<file path="src/rtl/bsfp4_pkg.sv">
package bsfp4_pkg;

    localparam int E2M1_W      = 4;
    localparam int E8M0_W      = 8;
    localparam int FP32_W      = 32;
    localparam int FP32_EXP_W  = 8;
    localparam int FP32_FRAC_W = 23;

    localparam logic [E8M0_W-1:0] SCALE_NAN_CODE = 8'hFF;
    localparam logic [FP32_W-1:0] FP32_QNAN      = 32'h7FC0_0000;
    localparam logic [FP32_EXP_W-1:0] FP32_EXP_MAX = 8'hFF;

    // Decoded E2M1 element: value = (1 + mant/2) * 2^unb_exp, or zero
    typedef struct packed {
        logic              sign;
        logic              zero;
        logic signed [2:0] unb_exp;
        logic              mant;
    } e2m1_dec_t;

endpackage

</file>
<file path="src/rtl/bsfp4_elem_pick.sv">
module bsfp4_elem_pick
    import bsfp4_pkg::*;
#(
    parameter int ELEM_COUNT = 32,
    localparam int IDX_W     = $clog2(ELEM_COUNT),
    localparam int FIELD_W   = ELEM_COUNT * E2M1_W
) (
    input  logic [FIELD_W-1:0] field_i,
    input  logic [IDX_W-1:0]   sel_i,
    output logic [E2M1_W-1:0]  elem_o
);

    logic [E2M1_W-1:0] lanes [ELEM_COUNT];

    for (genvar g = 0; g < ELEM_COUNT; g++) begin : g_lane
        assign lanes[g] = field_i[g*E2M1_W +: E2M1_W];
    end

    assign elem_o = lanes[sel_i];

endmodule

</file>
<file path="src/rtl/bsfp4_e2m1_decode.sv">
module bsfp4_e2m1_decode
    import bsfp4_pkg::*;
(
    input  logic [E2M1_W-1:0] code_i,
    output e2m1_dec_t         dec_o
);

    logic [1:0] exp_field;
    logic       mant_field;

    assign exp_field  = code_i[2:1];
    assign mant_field = code_i[0];

    always_comb begin
        dec_o.sign = code_i[3];
        dec_o.zero = (code_i[2:0] == 3'd0);
        if (exp_field == 2'd0) begin
            // subnormal 0.5 is 1.0 * 2^-1 once normalized
            dec_o.unb_exp = -3'sd1;
            dec_o.mant    = 1'b0;
        end else begin
            dec_o.unb_exp = $signed({1'b0, exp_field}) - 3'sd1;
            dec_o.mant    = mant_field;
        end
    end

endmodule

</file>
<file path="src/rtl/bsfp4_rescale.sv">
module bsfp4_rescale
    import bsfp4_pkg::*;
(
    input  logic [E8M0_W-1:0] scale_i,
    input  e2m1_dec_t         dec_i,
    output logic [FP32_W-1:0] fp_o
);

    localparam int SUM_W = E8M0_W + 2;

    logic signed [SUM_W-1:0] biased;
    logic                    scale_nan;
    logic                    underflow;
    logic                    overflow;

    // scale code already carries the +127 bias that FP32 needs
    assign biased    = $signed({2'b00, scale_i})
                     + $signed({{(SUM_W-3){dec_i.unb_exp[2]}}, dec_i.unb_exp});
    assign scale_nan = (scale_i == SCALE_NAN_CODE);
    assign underflow = (biased <= $signed(SUM_W'(0)));
    assign overflow  = (biased >= $signed(SUM_W'(255)));

    always_comb begin
        if (scale_nan) begin
            fp_o = FP32_QNAN;
        end else if (dec_i.zero || underflow) begin
            fp_o = {dec_i.sign, {(FP32_W-1){1'b0}}};
        end else if (overflow) begin
            fp_o = {dec_i.sign, FP32_EXP_MAX, {FP32_FRAC_W{1'b0}}};
        end else begin
            fp_o = {dec_i.sign, biased[FP32_EXP_W-1:0], dec_i.mant,
                    {(FP32_FRAC_W-1){1'b0}}};
        end
    end

endmodule

</file>
<file path="src/rtl/bsfp4_unpack.sv">
module bsfp4_unpack
    import bsfp4_pkg::*;
#(
    parameter int ELEM_COUNT = 32,
    localparam int IDX_W     = $clog2(ELEM_COUNT),
    localparam int FIELD_W   = ELEM_COUNT * E2M1_W,
    localparam int BLOCK_W   = FIELD_W + E8M0_W
) (
    input  logic               clk,
    input  logic               rst_n,
    input  logic               in_valid,
    output logic               in_ready,
    input  logic [BLOCK_W-1:0] in_block,
    output logic               out_valid,
    input  logic               out_ready,
    output logic [FP32_W-1:0]  out_data,
    output logic [IDX_W-1:0]   out_index,
    output logic               out_last
);

    localparam logic [IDX_W-1:0] LAST_IDX = IDX_W'(ELEM_COUNT - 1);

    typedef struct packed {
        logic               busy;
        logic [IDX_W-1:0]   idx;
        logic [E8M0_W-1:0]  scale;
        logic [FIELD_W-1:0] elems;
    } ctl_t;

    ctl_t st_d, st_q;

    logic [E2M1_W-1:0] cur_code;
    e2m1_dec_t         cur_dec;
    logic              at_last;

    assign at_last = (st_q.idx == LAST_IDX);

    always_comb begin
        st_d = st_q;
        if (!st_q.busy) begin
            if (in_valid) begin
                st_d.busy  = 1'b1;
                st_d.idx   = '0;
                st_d.scale = in_block[BLOCK_W-1 -: E8M0_W];
                st_d.elems = in_block[FIELD_W-1:0];
            end
        end else if (out_ready) begin
            if (at_last) begin
                st_d.busy = 1'b0;
            end else begin
                st_d.idx = st_q.idx + 1'b1;
            end
        end
    end

    always_ff @(posedge clk or negedge rst_n) begin
        if (!rst_n) begin
            st_q <= '0;
        end else begin
            st_q <= st_d;
        end
    end

    bsfp4_elem_pick #(
        .ELEM_COUNT (ELEM_COUNT)
    ) u_pick (
        .field_i (st_q.elems),
        .sel_i   (st_q.idx),
        .elem_o  (cur_code)
    );

    bsfp4_e2m1_decode u_dec (
        .code_i (cur_code),
        .dec_o  (cur_dec)
    );

    bsfp4_rescale u_scale (
        .scale_i (st_q.scale),
        .dec_i   (cur_dec),
        .fp_o    (out_data)
    );

    assign in_ready  = !st_q.busy;
    assign out_valid = st_q.busy;
    assign out_index = st_q.idx;
    assign out_last  = st_q.busy && at_last;

endmodule

</file>
<file path="config.mk">
export PLATFORM = sky130hd
export DESIGN_NAME = bsfp4_unpack
export DESIGN_NICKNAME = d
export VERILOG_FILES = /design/src/rtl/bsfp4_pkg.sv /design/src/rtl/bsfp4_elem_pick.sv /design/src/rtl/bsfp4_e2m1_decode.sv /design/src/rtl/bsfp4_rescale.sv /design/src/rtl/bsfp4_unpack.sv
export SDC_FILE = /design/constraint.sdc
export NUM_CORES = 1
export LEC_CHECK = 0
export BUFFER_PORTS_ARGS = -buffer_cell sky130_fd_sc_hd__buf_2
export CORE_UTILIZATION = 47
export CTS_CLUSTER_DIAMETER = 80
export CTS_CLUSTER_SIZE = 28
export DETAILED_ROUTE_END_ITERATION = 8
export PLACE_DENSITY = 0.72
export SETUP_SLACK_MARGIN = 0.2
export SLEW_MARGIN = 20
export SYNTH_ARGS = -nofsm -noshare
export SYNTH_HDL_FRONTEND = slang
export SYNTH_SLANG_ARGS = --single-unit
</file>
<file path="constraint.sdc">
create_clock -name clk -period 11.2 [get_ports clk]
set_clock_uncertainty 0.05 [all_clocks]
set_input_delay 2.24 -clock clk [delete_from_list [all_inputs] [get_ports clk]]
set_output_delay 2.24 -clock clk [all_outputs]
set_load 0.01 [all_outputs]
</file>
# == Word-level counts from Yosys, hierarchy flattened ==
# Index checks and enable logic that the tools add are counted.
# op_classes
add_sub_neg,3
n_lt_le_gt_ge,3
eq_ne,4
muxes,12
bitwise,2
reduce_logical,8
# op_table
op,n
$mux 142,1
$mux 31,2
$mux 32,1
$bmux 4 s5,1
$mux 4,3
$mux 6,2
$add 9x3->10,1
$ge 10x9->1 const B,1
$le 10x1->1 const B,1
$eq 8x8->1 const B,1
$ge 6x6->1 const B,1
$not 5->6,1
$add 5x1->5 const B,1
$eq 5x5->1 const B,1
$mux 5,1
$ne 2x2->1 const B,2
$logic_not 3->1,1
$reduce_and 3->1,1
$sub 2x1->3 const B,1
$logic_not 2->1,1
$reduce_and 2->1,1
$reduce_bool 2->1,1
$logic_and 1x1->1,1
$logic_not 1->1,1
other kinds (3),3
# totals
ff_bits,142
in_bits,140
out_inout_bits,40

# == Depth between registers and ports, before layout ==
# depth
depth_word,11
ltp_mapped,22

# == By module ==
# Synthesis repeated with hierarchy kept, for this count alone.
# unflattened
hier_cells,800
area_unflattened_um2,7507.2
# by_module_without_submodules
module,instances,cells_per_inst,area_per_inst_um2,seq_area_each_um2
bsfp4_unpack,1,611,5525.3,3553.4
bsfp4_elem_pick,1,54,1007.2,0.0
bsfp4_rescale,1,127,920.9,0.0
bsfp4_e2m1_decode,1,8,53.8,0.0

# == Least setup slack after synthesis ==
# No wires, ideal clock.
# synth_path
path_kind,flip-flop to output port
startpoint,reg st_q (netlist bit out_index[1])
endpoint,out out_data[23]
t_arrival_ns,4.237
t_required_ns,8.910
setup_slack_ns,4.673
path_stages_with_launch,17
n_path_buf,3
cell_sequence,dfrtp_1 -> buf_1 -> buf_1 -> mux4_2 -> a22oi_1 -> nand4_1 -> inv_1 -> ha_1 -> ha_1 -> o21ai_0 -> a21oi_1 -> or4_1 -> a2111oi_0 -> a21o_1 -> nor2b_1 -> buf_1 -> a21oi_2
# synth_via
elab_chain_cells,11
elab_cells_between_ends,15
cone_classes,add/sub: 2; order compare: 2; mux: 7; bitwise: 1; reduce/logical: 3
# synth_rtl
element,line,source
from (decl),bsfp4_unpack.sv:30,"ctl_t st_d, st_q;"
from (signal assigned),bsfp4_unpack.sv:60,st_q <= st_d;
$not 5->6 (implied by the code) *,bsfp4_elem_pick.sv:19,assign elem_o = lanes[sel_i];
$bmux 4 s5 *,bsfp4_elem_pick.sv:19,
$mux 4 (implied by the code) * (2 in series),bsfp4_elem_pick.sv:19,
$sub 2x1->3 / $logic_not 2->1 (equally long branches),"bsfp4_e2m1_decode.sv:22, bsfp4_e2m1_decode.sv:17",
$mux 4,bsfp4_e2m1_decode.sv:17,if (exp_field == 2'd0) begin
$add 9x3->10,bsfp4_rescale.sv:18,"+ $signed({{(SUM_W-3){dec_i.unb_exp[2]}}, dec_i.unb_exp});"
$ge 10x9->1 / $le 10x1->1 (equally long branches),"bsfp4_rescale.sv:21, bsfp4_rescale.sv:20",
$mux 31 / $logic_or 1x1->1 (equally long branches),"bsfp4_rescale.sv:28, bsfp4_rescale.sv:26",
$mux 31 *,bsfp4_rescale.sv:26,end else if (dec_i.zero || underflow) begin
$mux 32 *,bsfp4_rescale.sv:24,if (scale_nan) begin
to (decl),bsfp4_unpack.sv:16,"output logic [FP32_W-1:0] out_data,"
# Every way passes the cells marked *; elsewhere a longest branch is shown, timed or not. The select of a mux whose other input is x is not followed.

# == Worst setup path after layout ==
# layout_path
startpoint,reg st_q (netlist bit out_index[0])
endpoint,out out_data[24]
# Same word-level chain as after synthesis.

==> key figures <==
Outcome
  • Status: finished, final reports clean

Place
  • Place WS: 3.41 ns
  • DP Wirelength: 12500 um
  • RD Place Congestion: 0.866
  • Placed instance area: 8190 sq um
  • Port bufs: 157
  • Placed insts: 903

Timing
  • Final Hold Viols: 0
  • Max Slew Vio Count: 0
  • Fmax: 0.121 GHz
  • Setup TNS: 0 ns
  • RSZ-0062 raised after global routing: no
  • Final setup violation count: 0
  • Worst relative slew slack: 0.367
  • Fin crit period: 8.26 ns
  • Final WS setup: 2.94 ns
  • Slew @ Worst Pin: 0.950 ns
  • Final worst path period share: 0.737

CTS
  • Post-CTS setup repair buffer count: 0
  • Clk buf depth: 2
  • Clock Latency Late Sink: 0.42 ns
  • TritonCTS buffer count: 17
  • Clock-pin slew of the registers on the worst-case setup and hold paths: 0.07 ns
  • CTS tree: built
  • Clk root buf: clkbuf_16
  • H-tree depth: 4
  • CTS hold repair buffers: 0
  • CTS Sinks: 142
  • Post-CTS Resized: 0

Min path
  • Worst Hold Depth: 1
  • Min-Delay Path Class: flop to flop

Logic synthesis
  • Synth warn: 0
  • Synth top area share: 0.482
  • Top cells by area, synth: dfrtp_1, mux2_2, mux4_2, mux2i_1, buf_4
  • Yosys cell types: 50
  • Cell taking the most area after synthesis: dfrtp_1
  • Synth Area per Inst: 12.9 sq um
  • Post-Syn Area: 7370 sq um
  • Leading register cell type out of synthesis: dfrtp_1
  • Syn Inst Count: 570
  • Seq/Total Area, Yosys: 0.482
  • FFs w/ async S/R, synth: 1.00
  • Most frequent cells after synthesis: dfrtp_1, mux2_2, mux2i_1
  • Most instantiated library cell after synthesis: dfrtp_1
  • Post-synthesis sequential element count: 142
  • Post-synth EDFFs: 0

Drt
  • Met3 WL post-DR: 999 um
  • ANT nets after route: 0
  • Post-DR vias/cell: 5.33
  • Routed metal-1 wirelength: 7500 um
  • Met2 WL: 8370 um
  • Top Metal Used: met4
  • DRT Wirelength: 17000 um
  • Wire per inst: 18.2 um
  • DR pass1 iterations: 4
  • Drc violations: 0
  • Vias: 4989
  • DRT iter0 DRCs: 264

Power
  • Clk network pwr share: 0.177
  • P_sw: 1380 uW
  • Leakage power total: 0.00406 uW
  • Switching Fraction: 0.417
  • Sequential share of power: 0.298
  • Comb pwr share: 0.526
  • Peak supply drop: 0.272 mV
  • PD cells: 375 nW/um^2
  • Internal Power: 1930 uW

Global route
  • Gr usage total: 0.222
  • Largest net degree at the start of global routing: 75
  • Antenna violations before repair: 1
  • Vias in the first global route: 5199
  • First-pass GRT wire length: 27200 um
  • Grt total ovfl: 0

Final layout
  • Post-route cell area: 8810 sq um
  • Final Non-Filler Cells: 936
  • Share of cells above drive strength 1: 0.499
  • Nets: 866
  • Area grow syn2layout: 19.5%

Setup path
  • CP startpoint kind: flop
  • Element type at the critical path end: output pin
  • Crit-path slowest cell: dfrtp_4
  • Reg2Reg Depth: 7
  • Critical path type: flop to output pin
  • Worst Path Required: 8.91 ns
  • Critical path, cell by cell: mux4_2, or2_1, a32oi_1, o211ai_1, inv_1, ha_1, ha_1, o211ai_1, o21a_1, xor2_1, nor4b_1, a41oi_1, o31ai_4, a21oi_2, buf_2
  • Max incr delay on CP: 1.04 ns
  • CP Max Fanout: 51
  • CP arrival: 5.97 ns

Floorplan
  • Initial Utilization: 0.483
  • Die W: 127 um
  • Row count: 45
  • Io pins: 180
  • Core area: 15300 sq um
  • Die area: 16200 sq um
  • Die Y: 127 um

Run
  • Max Cap Viol: 0
[worst paths after layout]
path                                           from                        to  slack, ns
max in group asynchronous                     rst_n  out_index[0]$_DFFE_PN0P_       7.84
min reg2reg                    st_q[85]$_DFFE_PN0P_      st_q[85]$_DFFE_PN0P_       0.45
min in group asynchronous                     rst_n      st_q[91]$_DFFE_PN0P_       1.77
min                            st_q[85]$_DFFE_PN0P_      st_q[85]$_DFFE_PN0P_       0.45
max                        out_index[0]$_DFFE_PN0P_              out_data[24]       2.94
max reg2reg                out_index[0]$_DFFE_PN0P_  out_index[3]$_DFFE_PN0P_       8.58
[cell families after synthesis]
logic type / count (synthesis) / synth area share
fa+ha+maj: 15 / 0.0265
compound gates: 67 / 0.0664
xor+xnor: 7 / 0.00832
flops: 142 / 0.482
mux: 185 / 0.305
other cells: 1 / 0.000509
buf+inv: 73 / 0.0548
simple gates: 80 / 0.0564
[per-stage QoR]
stage                      util  hold WS [ns]  power [uW]
after floorplan               -         0.425        2260
after global placement    0.537         0.434        2670
after detailed placement  0.537         0.444        2720
after CTS                 0.577         0.458        3320
after global routing      0.577         0.466        3550
final                     0.577         0.453        3300
[flip-flops by register name (all words and copies together) (netlist names)]
name       count
out_index      5
out_valid      1
st_q         136
[worst max-delay path, delay by kind of cell (launching register included)]
| kind | cells | cell delay, ns |
|---|---|---|
| fa+ha+maj | 2 | 0.79 |
| buf+inv | 2 | 0.29 |
| compound gates | 7 | 1.70 |
| simple gates | 2 | 0.76 |
| mux | 1 | 0.60 |
| xor+xnor | 1 | 0.29 |
| flops | 1 | 1.04 |
[metal layers]
layer  vias to the layer above  track usage
met1                      2487        0.287
met2                       165        0.368
met4                         0       0.0546
met5                         -            0
met3                        12       0.0632
li1                       2325            -
[cells in the final DEF, fill, tap and decap left out, types with 6 or more instances in the layout]
cell	Yosys	layout
inv_1	13	13
o21ai_0	7	7
xor2_1	6	6
conb_1	1	22
nand2b_1	6	6
nor2_1	15	15
buf_2	2	156
nor2b_1	9	8
nand3_1	7	7
ha_1	14	14
nand2_1	22	22
clkbuf_16	0	17
mux2_2	136	136
o22ai_1	7	7
a21oi_2	8	8
mux4_2	18	18
a21oi_1	13	13
mux2i_1	31	31
dfrtp_1	142	141
[cell type report]
cell class                 count  area [sq um]
antenna                        1          2.50
fill                        1253          6450
sequential                   142          3560
timing repair buffer         161           822
clock inverter                14           176
tap                          211           264
multi-input combinational    376          3500
clock buffer                  18           439
inverter                      13          48.8
[power groups by stage]
stage	sequential (uW)	combinational [uW]	clock, uW
floorplan	860	1400	0
global placement	975	1700	0
global route	1020	1910	617
detailed placement	994	1730	0
finish	984	1740	583
CTS	987	1740	595
No activity file was read; power rests on OpenSTA's default activity.
